**src/rtl/wtg_pkg.sv**
```systemverilog
package wtg_pkg;
  typedef enum logic [2:0] {
    ST_IDLE,
    ST_ADDR,
    ST_DATA,
    ST_RESP,
    ST_GAP
  } wtg_state_e;
endpackage

```
**src/rtl/wtg_len_seq.sv**
```systemverilog
// Four-phase burst length sequencer: min, max, min, filler.
module wtg_len_seq #(
  parameter int MIN_LEN = 4,
  parameter int MAX_LEN = 16,
  parameter int AVG_LEN = 8,
  parameter int LEN_W   = 8
) (
  input  logic             clk,
  input  logic             rst_n,
  input  logic             advance_i,
  output logic [LEN_W-1:0] len_o
);
  localparam int FILL_LEN = 4*AVG_LEN - MAX_LEN - 2*MIN_LEN;

  logic [1:0] ph_q, ph_d;

  always_comb begin
    ph_d = ph_q;
    if (advance_i) ph_d = ph_q + 2'd1;
  end

  always_ff @(posedge clk or negedge rst_n) begin
    if (!rst_n) ph_q <= 2'd0;
    else        ph_q <= ph_d;
  end

  always_comb begin
    case (ph_q)
      2'd0, 2'd2: len_o = LEN_W'(MIN_LEN);
      2'd1:       len_o = LEN_W'(MAX_LEN);
      default:    len_o = LEN_W'(FILL_LEN);
    endcase
  end

  a_r3_len_bounds: assert property (@(posedge clk) disable iff (!rst_n)
    (len_o >= LEN_W'(MIN_LEN)) && (len_o <= LEN_W'(MAX_LEN)));

  a_r3_max_then_min: assert property (@(posedge clk) disable iff (!rst_n)
    (advance_i && len_o == LEN_W'(MAX_LEN)) |=> (len_o == LEN_W'(MIN_LEN)));
endmodule

```
**src/rtl/wtg_addr_gen.sv**
```systemverilog
// Window-bounded address walker with wrap to base.
module wtg_addr_gen #(
  parameter int                ADDR_W       = 32,
  parameter logic [ADDR_W-1:0] BASE_ADDR    = '0,
  parameter int                REGION_BYTES = 4096,
  parameter int                BEAT_BYTES   = 8,
  parameter int                LEN_W        = 8
) (
  input  logic              clk,
  input  logic              rst_n,
  input  logic              advance_i,
  input  logic [LEN_W-1:0]  len_i,
  output logic [ADDR_W-1:0] issue_addr_o
);
  localparam logic [ADDR_W:0] END_A = {1'b0, BASE_ADDR} + (ADDR_W+1)'(REGION_BYTES);

  logic [ADDR_W-1:0] cur_q, cur_d;
  logic [ADDR_W:0]   span;
  logic              fits;

  always_comb begin
    span         = (ADDR_W+1)'(len_i) * (ADDR_W+1)'(BEAT_BYTES);
    fits         = ({1'b0, cur_q} + span) <= END_A;
    issue_addr_o = fits ? cur_q : BASE_ADDR;
    cur_d        = cur_q;
    if (advance_i) cur_d = issue_addr_o + span[ADDR_W-1:0];
  end

  always_ff @(posedge clk or negedge rst_n) begin
    if (!rst_n) cur_q <= BASE_ADDR;
    else        cur_q <= cur_d;
  end

  a_r4_in_window: assert property (@(posedge clk) disable iff (!rst_n)
    (issue_addr_o >= BASE_ADDR) && (({1'b0, issue_addr_o} + span) <= END_A));
endmodule

```
**src/rtl/axi_wr_traffic_gen.sv**
```systemverilog
module axi_wr_traffic_gen
  import wtg_pkg::*;
#(
  parameter int                ADDR_W       = 32,
  parameter int                DATA_W       = 64,
  parameter logic [ADDR_W-1:0] BASE_ADDR    = 32'h0001_0000,
  parameter int                REGION_BYTES = 4096,
  parameter int                MIN_LEN      = 4,
  parameter int                MAX_LEN      = 16,
  parameter int                AVG_LEN      = 8,
  parameter int                GAP_CYCLES   = 5
) (
  input  logic                clk,
  input  logic                rst_n,
  input  logic                start_i,
  input  logic                stop_i,
  output logic [ADDR_W-1:0]   m_awaddr,
  output logic [7:0]          m_awlen,
  output logic [2:0]          m_awsize,
  output logic [1:0]          m_awburst,
  output logic                m_awvalid,
  input  logic                m_awready,
  output logic [DATA_W-1:0]   m_wdata,
  output logic [DATA_W/8-1:0] m_wstrb,
  output logic                m_wlast,
  output logic                m_wvalid,
  input  logic                m_wready,
  input  logic                m_bvalid,
  output logic                m_bready,
  output logic                busy_o
);
  localparam int BEAT_BYTES = DATA_W / 8;
  localparam int SIZE_CODE  = $clog2(BEAT_BYTES);
  localparam int LEN_W      = 8;
  localparam int HALF       = DATA_W / 2;
  localparam int GAP_CW     = $clog2(GAP_CYCLES + 1);

  // reset: asynchronous assert, synchronous release
  logic [1:0] rs_q;
  logic       rst_sync_n;
  always_ff @(posedge clk or negedge rst_n) begin
    if (!rst_n) rs_q <= 2'b00;
    else        rs_q <= {rs_q[0], 1'b1};
  end
  assign rst_sync_n = rs_q[1];

  wtg_state_e        state_q, state_d;
  logic [LEN_W-1:0]  beat_q, beat_d;
  logic [GAP_CW-1:0] gap_q, gap_d;
  logic [HALF-1:0]   bnum_q, bnum_d;
  logic              run_q, run_d;
  logic              advance;
  logic [LEN_W-1:0]  len;
  logic [ADDR_W-1:0] issue_addr;

  wtg_len_seq #(
    .MIN_LEN(MIN_LEN), .MAX_LEN(MAX_LEN), .AVG_LEN(AVG_LEN), .LEN_W(LEN_W)
  ) u_len (
    .clk(clk), .rst_n(rst_sync_n), .advance_i(advance), .len_o(len)
  );

  wtg_addr_gen #(
    .ADDR_W(ADDR_W), .BASE_ADDR(BASE_ADDR), .REGION_BYTES(REGION_BYTES),
    .BEAT_BYTES(BEAT_BYTES), .LEN_W(LEN_W)
  ) u_addr (
    .clk(clk), .rst_n(rst_sync_n), .advance_i(advance), .len_i(len),
    .issue_addr_o(issue_addr)
  );

  // channel outputs
  assign m_awvalid = (state_q == ST_ADDR);
  assign m_awaddr  = issue_addr;
  assign m_awlen   = len - 8'd1;
  assign m_awsize  = 3'(SIZE_CODE);
  assign m_awburst = 2'b01;
  assign m_wvalid  = (state_q == ST_DATA);
  assign m_wlast   = m_wvalid && (beat_q == m_awlen);
  assign m_wdata   = {bnum_q, HALF'(beat_q)};
  assign m_wstrb   = '1;
  assign m_bready  = (state_q == ST_RESP);
  assign busy_o    = (state_q != ST_IDLE);
  assign advance   = m_bready && m_bvalid;

  // next state
  always_comb begin
    state_d = state_q;
    beat_d  = beat_q;
    gap_d   = gap_q;
    bnum_d  = bnum_q;
    run_d   = stop_i ? 1'b0 : (start_i ? 1'b1 : run_q);
    case (state_q)
      ST_IDLE: if (run_q) state_d = ST_ADDR;
      ST_ADDR: if (m_awready) begin
        state_d = ST_DATA;
        beat_d  = '0;
      end
      ST_DATA: if (m_wready) begin
        if (m_wlast) state_d = ST_RESP;
        else         beat_d  = beat_q + 1'b1;
      end
      ST_RESP: if (m_bvalid) begin
        state_d = ST_GAP;
        gap_d   = '0;
        bnum_d  = bnum_q + 1'b1;
      end
      ST_GAP: begin
        if (gap_q == GAP_CW'(GAP_CYCLES - 1)) state_d = run_q ? ST_ADDR : ST_IDLE;
        else                                   gap_d   = gap_q + 1'b1;
      end
      default: state_d = ST_IDLE;
    endcase
  end

  // registers
  always_ff @(posedge clk or negedge rst_sync_n) begin
    if (!rst_sync_n) begin
      state_q <= ST_IDLE;
      beat_q  <= '0;
      gap_q   <= '0;
      bnum_q  <= '0;
      run_q   <= 1'b0;
    end else begin
      state_q <= state_d;
      beat_q  <= beat_d;
      gap_q   <= gap_d;
      bnum_q  <= bnum_d;
      run_q   <= run_d;
    end
  end

  a_r10_aw_hold: assert property (@(posedge clk) disable iff (!rst_sync_n)
    (m_awvalid && !m_awready) |=> (m_awvalid && $stable(m_awaddr) && $stable(m_awlen)));

  a_r10_w_hold: assert property (@(posedge clk) disable iff (!rst_sync_n)
    (m_wvalid && !m_wready) |=> (m_wvalid && $stable(m_wdata) && $stable(m_wlast)));

  a_r6_one_phase: assert property (@(posedge clk) disable iff (!rst_sync_n)
    $onehot0({m_awvalid, m_wvalid, m_bready}));

  a_r6_resp_follows_last: assert property (@(posedge clk) disable iff (!rst_sync_n)
    (m_wvalid && m_wready && m_wlast) |=> (m_bready && !m_wvalid));

  a_r5_more_beats: assert property (@(posedge clk) disable iff (!rst_sync_n)
    (m_wvalid && m_wready && !m_wlast) |=> m_wvalid);

  a_r7_quiet_after_resp: assert property (@(posedge clk) disable iff (!rst_sync_n)
    (m_bready && m_bvalid) |=> (!m_awvalid && !m_wvalid && !m_bready));

  a_r9_stop_priority: assert property (@(posedge clk) disable iff (!rst_sync_n)
    (stop_i && state_q == ST_IDLE) |=> (state_q == ST_IDLE));
endmodule

```
**config.mk**
```make
export PLATFORM = sky130hd
export DESIGN_NAME = axi_wr_traffic_gen
export DESIGN_NICKNAME = d
export VERILOG_FILES = /design/src/rtl/wtg_pkg.sv /design/src/rtl/wtg_len_seq.sv /design/src/rtl/wtg_addr_gen.sv /design/src/rtl/axi_wr_traffic_gen.sv
export SDC_FILE = /design/constraint.sdc
export NUM_CORES = 1
export LEC_CHECK = 0
export ABC_AREA = 1
export BUFFER_PORTS_ARGS = -buffer_cell sky130_fd_sc_hd__buf_2
export CAP_MARGIN = 40
export CORE_ASPECT_RATIO = 2
export CORE_MARGIN = 8
export CORE_UTILIZATION = 45
export CTS_BUF_LIST = sky130_fd_sc_hd__clkbuf_8
export CTS_CLUSTER_DIAMETER = 150
export DETAILED_ROUTE_END_ITERATION = 16
export HOLD_SLACK_MARGIN = 0.05
export PLACE_DENSITY = 0.83
export SYNTH_ARGS = -nofsm -noshare
export SYNTH_HDL_FRONTEND = slang
export SYNTH_SLANG_ARGS = --single-unit
```
**constraint.sdc**
```tcl
create_clock -name clk -period 3.3 [get_ports clk]
set_input_delay 0.33 -clock clk [delete_from_list [all_inputs] [get_ports clk]]
set_output_delay 0.33 -clock clk [all_outputs]
set_load 0.01 [all_outputs]
```
After elaboration in Yosys (flattened, before gate mapping):

Index checks and enable logic that the tools add are counted.

* reductions and logical operators: 13
* equality and inequality tests: 16
* add/subtract/negate cells: 7
* magnitude comparators: 1
* multiplexer cells: 19

Operators by type and width (count)
* $add 32x8->33: 1
* $le 33x17->1 const B: 1
* $add 32x1->32 const B: 1
* $add 32x8->32: 1
* $mux 32: 1
* $mux 3: 8
* $mux 8: 3
* $pmux 8 s2: 1
* $pmux 3 s5: 1
* $ne 2x2->1 const B: 6
* $pmux 5 s2: 1
* $add 8x1->8 const B: 1
* $eq 8x8->1: 1
* $sub 8x1->8 const B: 1
* $eq 3x2->1 const B: 2
* $eq 3x3->1 const B: 2
* $pmux 3 s2: 1
* $reduce_and 6->1: 1
* $reduce_bool 2->1: 3
* $ne 2x1->1 const B: 2
* $reduce_and 4->1: 1
* $add 3x1->3 const B: 1
* $eq 3x1->1 const B: 1
* $logic_not 3->1: 1
* other kinds (10): 13

* word-level logic and storage cells: 64
* bits in registers: 83
* input port bits: 7
* output and inout port bits: 122

Logic depth before layout (Yosys ltp):

Gate-level depths: netlist of the first run.

* depth in word-level cells: 9
* gate-level depth with buffers: 32
* depth with buffers taken out: 31

By module:

Synthesis of the first run repeated with hierarchy kept, for this count alone.

* cells, all modules: 1020
* area, all modules: 6785.3 um2

By module, submodules not included
* wtg_addr_gen: instances 1, area each 3377.0 um2, seq. area each 802.0 um2, cells each 576
* axi_wr_traffic_gen: instances 1, area each 3225.6 um2, seq. area each 1226.2 um2, cells each 421
* wtg_len_seq: instances 1, area each 182.7 um2, seq. area each 50.0 um2, cells each 23

Least setup slack after synthesis of the first run:

Ideal clock, no wire load.

* path kind: reg2reg
* from: register u_len.ph_q[0]
* to: register u_addr.cur_q[11]
* data required time: 3183 ps
* clock period less this slack: 4117 ps
* stages on the path, launching flop included: 29
* buffers on the path: 2
* arrival time: 3999 ps
* slack: -817 ps
* library setup time: 117 ps
* cells stage by stage: dfrtp_1 inv_1 ha_1 nor2_1 inv_1 ha_1 ha_1 inv_1 nand2_1 nand2_1 nand2_2 buf_6 nand3_1 nand2_1 nor2_1 nand3_1 nor3_4 nand2_4 clkbuf_1 nor2_1 ha_1 ha_1 inv_1 nand2_1 nand2_2 a21boi_4 nand3_1 nand2_1 nand2_1

* word-level cells in the longest chain between the ends: 7
* elaborated cells on any way between the ends: 9
* those cells by class: add/sub: 2; order compare: 1; eq/ne: 2; mux: 2; reduce/logical: 2

RTL lines
* start, declared: line wtg_len_seq.sv:15 `logic [1:0] ph_q, ph_d;`
* start signal, assigned: line wtg_len_seq.sv:24 `else ph_q <= ph_d;`
* $eq 2x2->1 or $logic_not 2->1 (tied branches): line wtg_len_seq.sv:28 `case (ph_q)`
* $reduce_or 2->1: line wtg_len_seq.sv:28
* $pmux 5 s2 *: line wtg_len_seq.sv:28
* $add 32x8->33 *: line wtg_addr_gen.sv:23 `fits = ({1'b0, cur_q} + span) <= END_A;`
* $le 33x17->1 *: line wtg_addr_gen.sv:23
* $mux 32 *: line wtg_addr_gen.sv:24 `issue_addr_o = fits ? cur_q : BASE_ADDR;`
* via m_awaddr[5]: line axi_wr_traffic_gen.sv:17 `output logic [ADDR_W-1:0] m_awaddr,`
* $add 32x8->32 *: line wtg_addr_gen.sv:26 `if (advance_i) cur_d = issue_addr_o + span[ADDR_W-1:0];`
* end signal, assigned: line wtg_addr_gen.sv:31 `else cur_q <= cur_d;`
* end, declared: line wtg_addr_gen.sv:17 `logic [ADDR_W-1:0] cur_q, cur_d;`

The timed path passes the listed nets; every way through them passes the cells marked *.
A chain may end at the register's enable or synchronous reset.

Worst setup path after layout of the first run:

* from: register u_len.ph_q[0]
* to: output m_awaddr[5]

* word-level cells in the longest chain between the ends: 6
* elaborated cells on any way between the ends: 8
* those cells by class: add/sub: 1; order compare: 1; eq/ne: 2; mux: 2; reduce/logical: 2

RTL lines (line)
* $eq 2x2->1 or $logic_not 2->1 (tied branches): wtg_len_seq.sv:28
* $reduce_or 2->1: wtg_len_seq.sv:28
* $pmux 5 s2 *: wtg_len_seq.sv:28
* $add 32x8->33 *: wtg_addr_gen.sv:23
* $le 33x17->1 *: wtg_addr_gen.sv:23
* $mux 32 *: wtg_addr_gen.sv:24
* end, declared: axi_wr_traffic_gen.sv:17

Mark *: on every way between the ends. The rest lies on a longest branch, timed or not.

==> impl_metrics.ini, run 1 <==
[synthesis]
synth_cell_types = 43
ys_seq_area_frac = 0.371
ys_warn_count = 0
syn_area_um2 = 5600
netlist_instances = 772
avgSynthCellArea_um2 = 7.26
synth-seq-cells = 83

[worst_setup_path]
slowest_delay_ns = 0.47
crit_path_cell_trace = ha_2 > ha_4 > nand2_1 > nor2_1 > nand2_1 > nand3_1 > nand2_1 > inv_1 > nand2_1 > nor2_1 > nand3_1 > nor2_1 > nand2_1 > nand2_2 > nand2_4 > buf_6 > nor2_4 > buf_4 > buf_6 > buf_6
path_max_fanout = 5
path_class = flip-flop to primary output
r2r_slack_ns = -0.29
critPathRequiredTime_ns = 2.97
cp_top_family = simple AND/OR/NAND/NOR gates
arrival_ns = 3.28
worst_path_most_repeated_cell = nand2_1
path_buf_inv = 5
end_kind = primary output
critPathSlowestCell = dfrtp_2
startpoint_type = flip-flop

[route]
drt_iter0_drc = 433
routedWlPerCell_um = 15.5
drtAntennaViolNets = 0
firstDrtPassIters = 5
route.detailed.drc = 0
vias = 5475
wl_um = 16300
vias_per_cell = 5.19

[final_layout]
nFillCells = 1072
drive_above_1_share = 0.268
synthToLayoutAreaGrowth_pct = 26.0
final_cell_mix = nand2_1, inv_1, dfrtp_1, nor2_1, buf_2
antennaDiodeCount = 0
final_area_um2 = 7060
nNetsFinal = 926
final_common_cell = nand2_1

[cts]
cts.sinks = 83
cts_tree = built
cts_buffers = 9
clk_path_buf_depth = 2
htree_num_levels = 3
clk_pin_slew_ns = 0.09
worstSkewPairLatency_ns = 0.37
clockRootBuffer = clkbuf_8

[die]
start_util = 0.462
fp.dieH_um = 174
die-area_um2 = 16500
die_w_um = 94.9
core_area_um2 = 12100
ioPinCount = 129
placementRows = 57

[place]
hpwl_um = 11500
io_buffers = 73
place.gp.congestion = 0.954
pre_cts_ws_ns = -0.295
placed_cell_area_um2 = 6300

[global_route]
grt-ovfl-total = 0
grt_usage = 0.196
grt_pass1_vias = 5429
grt_start_max_net_pins = 64
grt_antenna_before_repair = 0
grt_pass1_wl_um = 26000

[timing]
final.setup.tns_ns = -6.66
rsz0062_at_grt = true
post-route-period-util = 1.09
slew_violations = 0
min_period_ns = 3.61
hold_viol_final = 0
finalSetupViolCount = 28
fmax_ghz = 0.277
holdWs_ns = 0.112
setup_ws_ns = -0.309
finClkSkew_ns = 0.0206
worstMarginPinSlew_ns = 0.585
max_slew_margin = 0.607

[run]
maxCapViolations = 0

[power_and_ir_drop]
ir_drop_uv = 672
p_leak_uw = 0.00373
power_uw = 4330
power_density_nw_per_um2 = 613

[run_status]
status = complete, but fails checks
violations = setup timing

[worst_hold_path]
min_path_type = input port to flip-flop
## where the power goes
part           leakage (µW)  total, µW  switching (µW)  internal (µW)
combinational       0.00253       2250            1310            940
sequential          0.00110       1330             167           1160
clock              0.000102        749             423            326
total               0.00373       4330            1900           2430
## routing by layer
metal	vias to the layer above	routed length (µm)	GRT usage
met1	2538	5750	0.199
met2	289	8490	0.350
met3	87	1060	0.0360
li1	2561	-	-
met4	0	1040	0.123
met5	-	0	0
## what timing repair did
| action | in CTS | in global routing |
|---|---|---|
| pin swaps | 23 | 20 |
| hold buffers | 1 | 0 |
| gates cloned | 3 | 0 |
| buffers inserted | 10 | 11 |
| gates resized for setup | 44 | 49 |
| endpoints found under the setup margin | 28 | 34 |
| hold endpoints to repair | 2 | 0 |
## per-stage QoR
step	util	instances
2_1_floorplan	-	826
3_3_place_gp	0.517	1015
3_5_place_dp	0.519	1016
4_1_cts	0.559	1045
5_1_grt	0.582	1055
6_report	0.582	1055
## flip-flops by register name, indices dropped and copies added, names as in the netlist
name,flops
beat_q,8
bnum_q,32
gap_q,3
rs_q,2
run_q,1
state_q,3
u_addr.cur_q,32
u_len.ph_q,2
## cells in the mapped netlist (all sizes together)
library cell / n / share of area
nand3: 63 / 0.059
a21oi: 7 / 0.0063
o221ai: 1 / 0.0016
buf: 58 / 0.078
or2: 3 / 0.0034
nor4: 2 / 0.0022
nor2: 94 / 0.072
a221oi: 1 / 0.0016
a31oi: 1 / 0.0011
nor3b: 2 / 0.0027
xor2: 15 / 0.023
o21bai: 1 / 0.0013
nand2: 205 / 0.15
dfstp: 1 / 0.0047
and2: 1 / 0.0011
o211ai: 2 / 0.0027
nand3b: 1 / 0.0013
conb: 2 / 0.0013
o2111ai: 1 / 0.0016
nand4: 24 / 0.027
ha: 16 / 0.036
clkinv: 1 / 0.00089
o21ai: 16 / 0.014
nor3: 20 / 0.023
dfrtp: 82 / 0.37
xnor2: 18 / 0.028
or4: 1 / 0.0013
a21boi: 1 / 0.0034
inv: 126 / 0.084
clkbuf: 5 / 0.0034
and3: 1 / 0.0011
## final timing paths
check / start / depth (start not counted) / to
setup / recovery: u_len.ph_q[0]$_DFFE_PN0P_ / 20 / m_awaddr[5]
hold / removal: stop_i / 2 / run_q$_DFFE_PN0P_
setup reg to reg: u_len.ph_q[0]$_DFFE_PN0P_ / 26 / u_addr.cur_q[13]$_DFFE_PN0P_
hold reg to reg: rs_q[1]$_DFF_PN0_ / 0 / u_addr.cur_q[6]$_DFFE_PN0P_
max in group asynchronous: rs_q[1]$_DFF_PN0_ / 1 / u_addr.cur_q[16]$_DFFE_PN1P_
min in group asynchronous: rs_q[1]$_DFF_PN0_ / 0 / u_addr.cur_q[6]$_DFFE_PN0P_
## cell type report
class / count / area (µm²) / share of cell area
Clock buffer: 11 / 151 / 0.0214
Clock inverter: 5 / 42.5 / 0.00603
Inverter: 127 / 488 / 0.0691
Multi-Input combinational cell: 556 / 3180 / 0.450
Sequential cell: 83 / 2080 / 0.295
Tap cell: 147 / 184 / 0.0260
Timing Repair Buffer: 126 / 935 / 0.132
## kinds of logic after synthesis
kind of cell,after synthesis,share of synthesized area
AOI/OAI and AO/OA,31,0.0337
xor gates and xnor gates,33,0.0516
adders and majority gates,16,0.0357
buffers and inverters,190,0.167
DFF,83,0.371
other,2,0.00134
and+or+nand+nor,417,0.340
(Power assumes the default switching activity.)
==> run 2, diff against run 1 <==
--- a/config.mk
+++ b/config.mk
@@ -15,7 +15,7 @@
 export CTS_CLUSTER_DIAMETER = 150
 export DETAILED_ROUTE_END_ITERATION = 16
 export HOLD_SLACK_MARGIN = 0.05
-export PLACE_DENSITY = 0.83
+export PLACE_DENSITY = 0.81
 export SYNTH_ARGS = -nofsm -noshare
 export SYNTH_HDL_FRONTEND = slang
 export SYNTH_SLANG_ARGS = --single-unit
==> constraint.sdc (replaced) <==
create_clock -name clk -period 3.4 [get_ports clk]
set_input_delay 0.34 -clock clk [delete_from_list [all_inputs] [get_ports clk]]
set_output_delay 0.34 -clock clk [all_outputs]
set_load 0.005 [all_outputs]
==> run 2 against run 1 <==
Against the previous run:
- the run still ends with setup timing left
- sequential share of layout area is 0.22 points lower
- clock-buffer cell count is 2 lower
- routed wire length is 2.3% higher
- combinational power hardly changed
- cell count hardly changed
- sequential power is 4% lower
- total power is 1.2% higher
- largest power group unchanged
==> impl_metrics.ini, run 2 (synthesized netlist as in run 1, its figures left out) <==
[cts]
cts_tree = built
clk_pin_slew_ns = 0.09
htree_num_levels = 3
clk_path_buf_depth = 2
clockRootBuffer = clkbuf_8
cts.sinks = 83
worstSkewPairLatency_ns = 0.38
cts_buffers = 9

[route]
firstDrtPassIters = 6
vias_per_cell = 5.22
routedWlPerCell_um = 15.8
drt_iter0_drc = 515
route.detailed.drc = 0
wl_um = 16700
vias = 5511
drtAntennaViolNets = 0

[place]
pre_cts_ws_ns = -0.182
place.gp.congestion = 0.923
dpl.cell_count = 1013
io_buffers = 73
hpwl_um = 11400

[timing]
finalSetupViolCount = 35
worstMarginPinSlew_ns = 0.708
setup_ws_ns = -0.592
slew_violations = 0
final.setup.tns_ns = -14.22
hold_viol_final = 0
rsz0062_at_grt = true
finClkSkew_ns = 0.0140
max_slew_margin = 0.525
min_period_ns = 3.99
post-route-period-util = 1.17
fmax_ghz = 0.250

[die]
start_util = 0.462
ioPinCount = 129
core_area_um2 = 12100
die-area_um2 = 16500
placementRows = 57
fp.dieH_um = 174
die_w_um = 94.9

[run]
maxCapViolations = 0

[global_route]
grt_pass1_vias = 5494
grt_start_max_net_pins = 53
grt_usage = 0.198
grt_pass1_wl_um = 25900
grt-ovfl-total = 0
grt_antenna_before_repair = 0

[final_layout]
nFillCells = 1067
final_common_cell = nand2_1
drive_above_1_share = 0.275
antennaDiodeCount = 0
synthToLayoutAreaGrowth_pct = 27.0
reg.largest.list = bnum_q: 32 flops, u_addr.cur_q: 32 flops, beat_q: 8 flops
final-instance-count-excl-fill = 1056
final_cell_mix = nand2_1, inv_1, dfrtp_1, nor2_1, buf_2
nNetsFinal = 927

[power_and_ir_drop]
ir_drop_uv = 449
p_leak_uw = 0.00376
power_density_nw_per_um2 = 615

[worst_setup_path]
startpoint_type = flip-flop
end_kind = primary output
arrival_ns = 3.65
path_max_fanout = 5
critPathRequiredTime_ns = 3.06
path_class = flip-flop to primary output

[worst_hold_path]
min_path_type = input port to flip-flop

[run_status]
status = complete, but fails checks
violations = setup timing
run 2: cell count changes in the layout (fill, tap and decap cells not counted), moves of 4 or more:
cell | previous run | this run
nor2_4 | 11 | 16
inv_2 | 7 | 11
buf_4 | 36 | 45
buf_6 | 21 | 13
run 2: power breakdown:
part	total, µW	switching [µW]	internal, µW
registers	1280	155	1130
logic	2240	1220	1020
clock network	854	427	427
total	4380	1810	2570
run 2: layout make-up:
class,count,area [µm²],share of cell area
multi-input cells,555,3200,0.450
flip-flops and latches,83,2080,0.293
repair buffers,128,930,0.131
inverters,127,488,0.0686
well taps,147,184,0.0259
clock buffers,9,124,0.0174
clock inverters,7,105,0.0148
run 2: worst paths after layout:
path	from	end	slack (ns)	cells past startpoint
hold reg to reg	rs_q[1]$_DFF_PN0_	run_q$_DFFE_PN0P_	0.27	0
setup reg to reg	u_len.ph_q[1]$_DFFE_PN0P_	u_addr.cur_q[17]$_DFFE_PN0P_	-0.56	29
hold / removal	stop_i	run_q$_DFFE_PN0P_	0.10	2
max in group asynchronous	rs_q[1]$_DFF_PN0_	u_addr.cur_q[16]$_DFFE_PN1P_	2.49	1
min in group asynchronous	rst_n	rs_q[1]$_DFF_PN0_	0.27	2
setup / recovery	u_len.ph_q[1]$_DFFE_PN0P_	m_awaddr[5]	-0.59	24
run 2: what timing repair did:
action	CTS	global route
cloned	3	0
pin swaps	18	31
buffers inserted	13	11
endpoints found under the setup margin	28	34
hold buffers	1	0
resized for setup	44	48
hold endpoints to repair	2	0
run 2: through the flow:
stage               total power, µW  cell area, µm²  utilization  hold WS (ns)
finish                         4380            7110        0.587         0.105
global route                   4640            7110        0.587         0.105
CTS                            4130            6830        0.564        0.0885
detailed placement             3040            6270        0.518         0.126
global placement               3000            6250        0.515         0.126
floorplan                      2390            5940            -        0.0444
run 2: metal layers:
metal  vias to the layer above  global-route usage  share of wire
li1                       2560                   -              -
met1                      2571               0.197           0.35
met2                       298               0.355           0.53
met3                        82              0.0425          0.074
met4                         0               0.122          0.049
met5                         -                   0              0
run 2: worst max-delay path, cell delays in order, from the launching register on:
cell and delay (ns):
dfrtp_1 0.41, buf_6 0.14, ha_4 0.16, nor2_4 0.12
inv_2 0.07, ha_4 0.17, ha_4 0.15, inv_2 0.05
nand2_2 0.06, nand2_4 0.14, nand2_8 0.09, buf_4 0.16
nand2_1 0.05, nand3_1 0.11, nor2_1 0.19, nand3_1 0.12
nor2_1 0.14, nand2_1 0.11, nand2_2 0.15, nand2_4 0.10
buf_12 0.16, nor2_4 0.13, buf_4 0.13, buf_6 0.08
buf_6 0.08
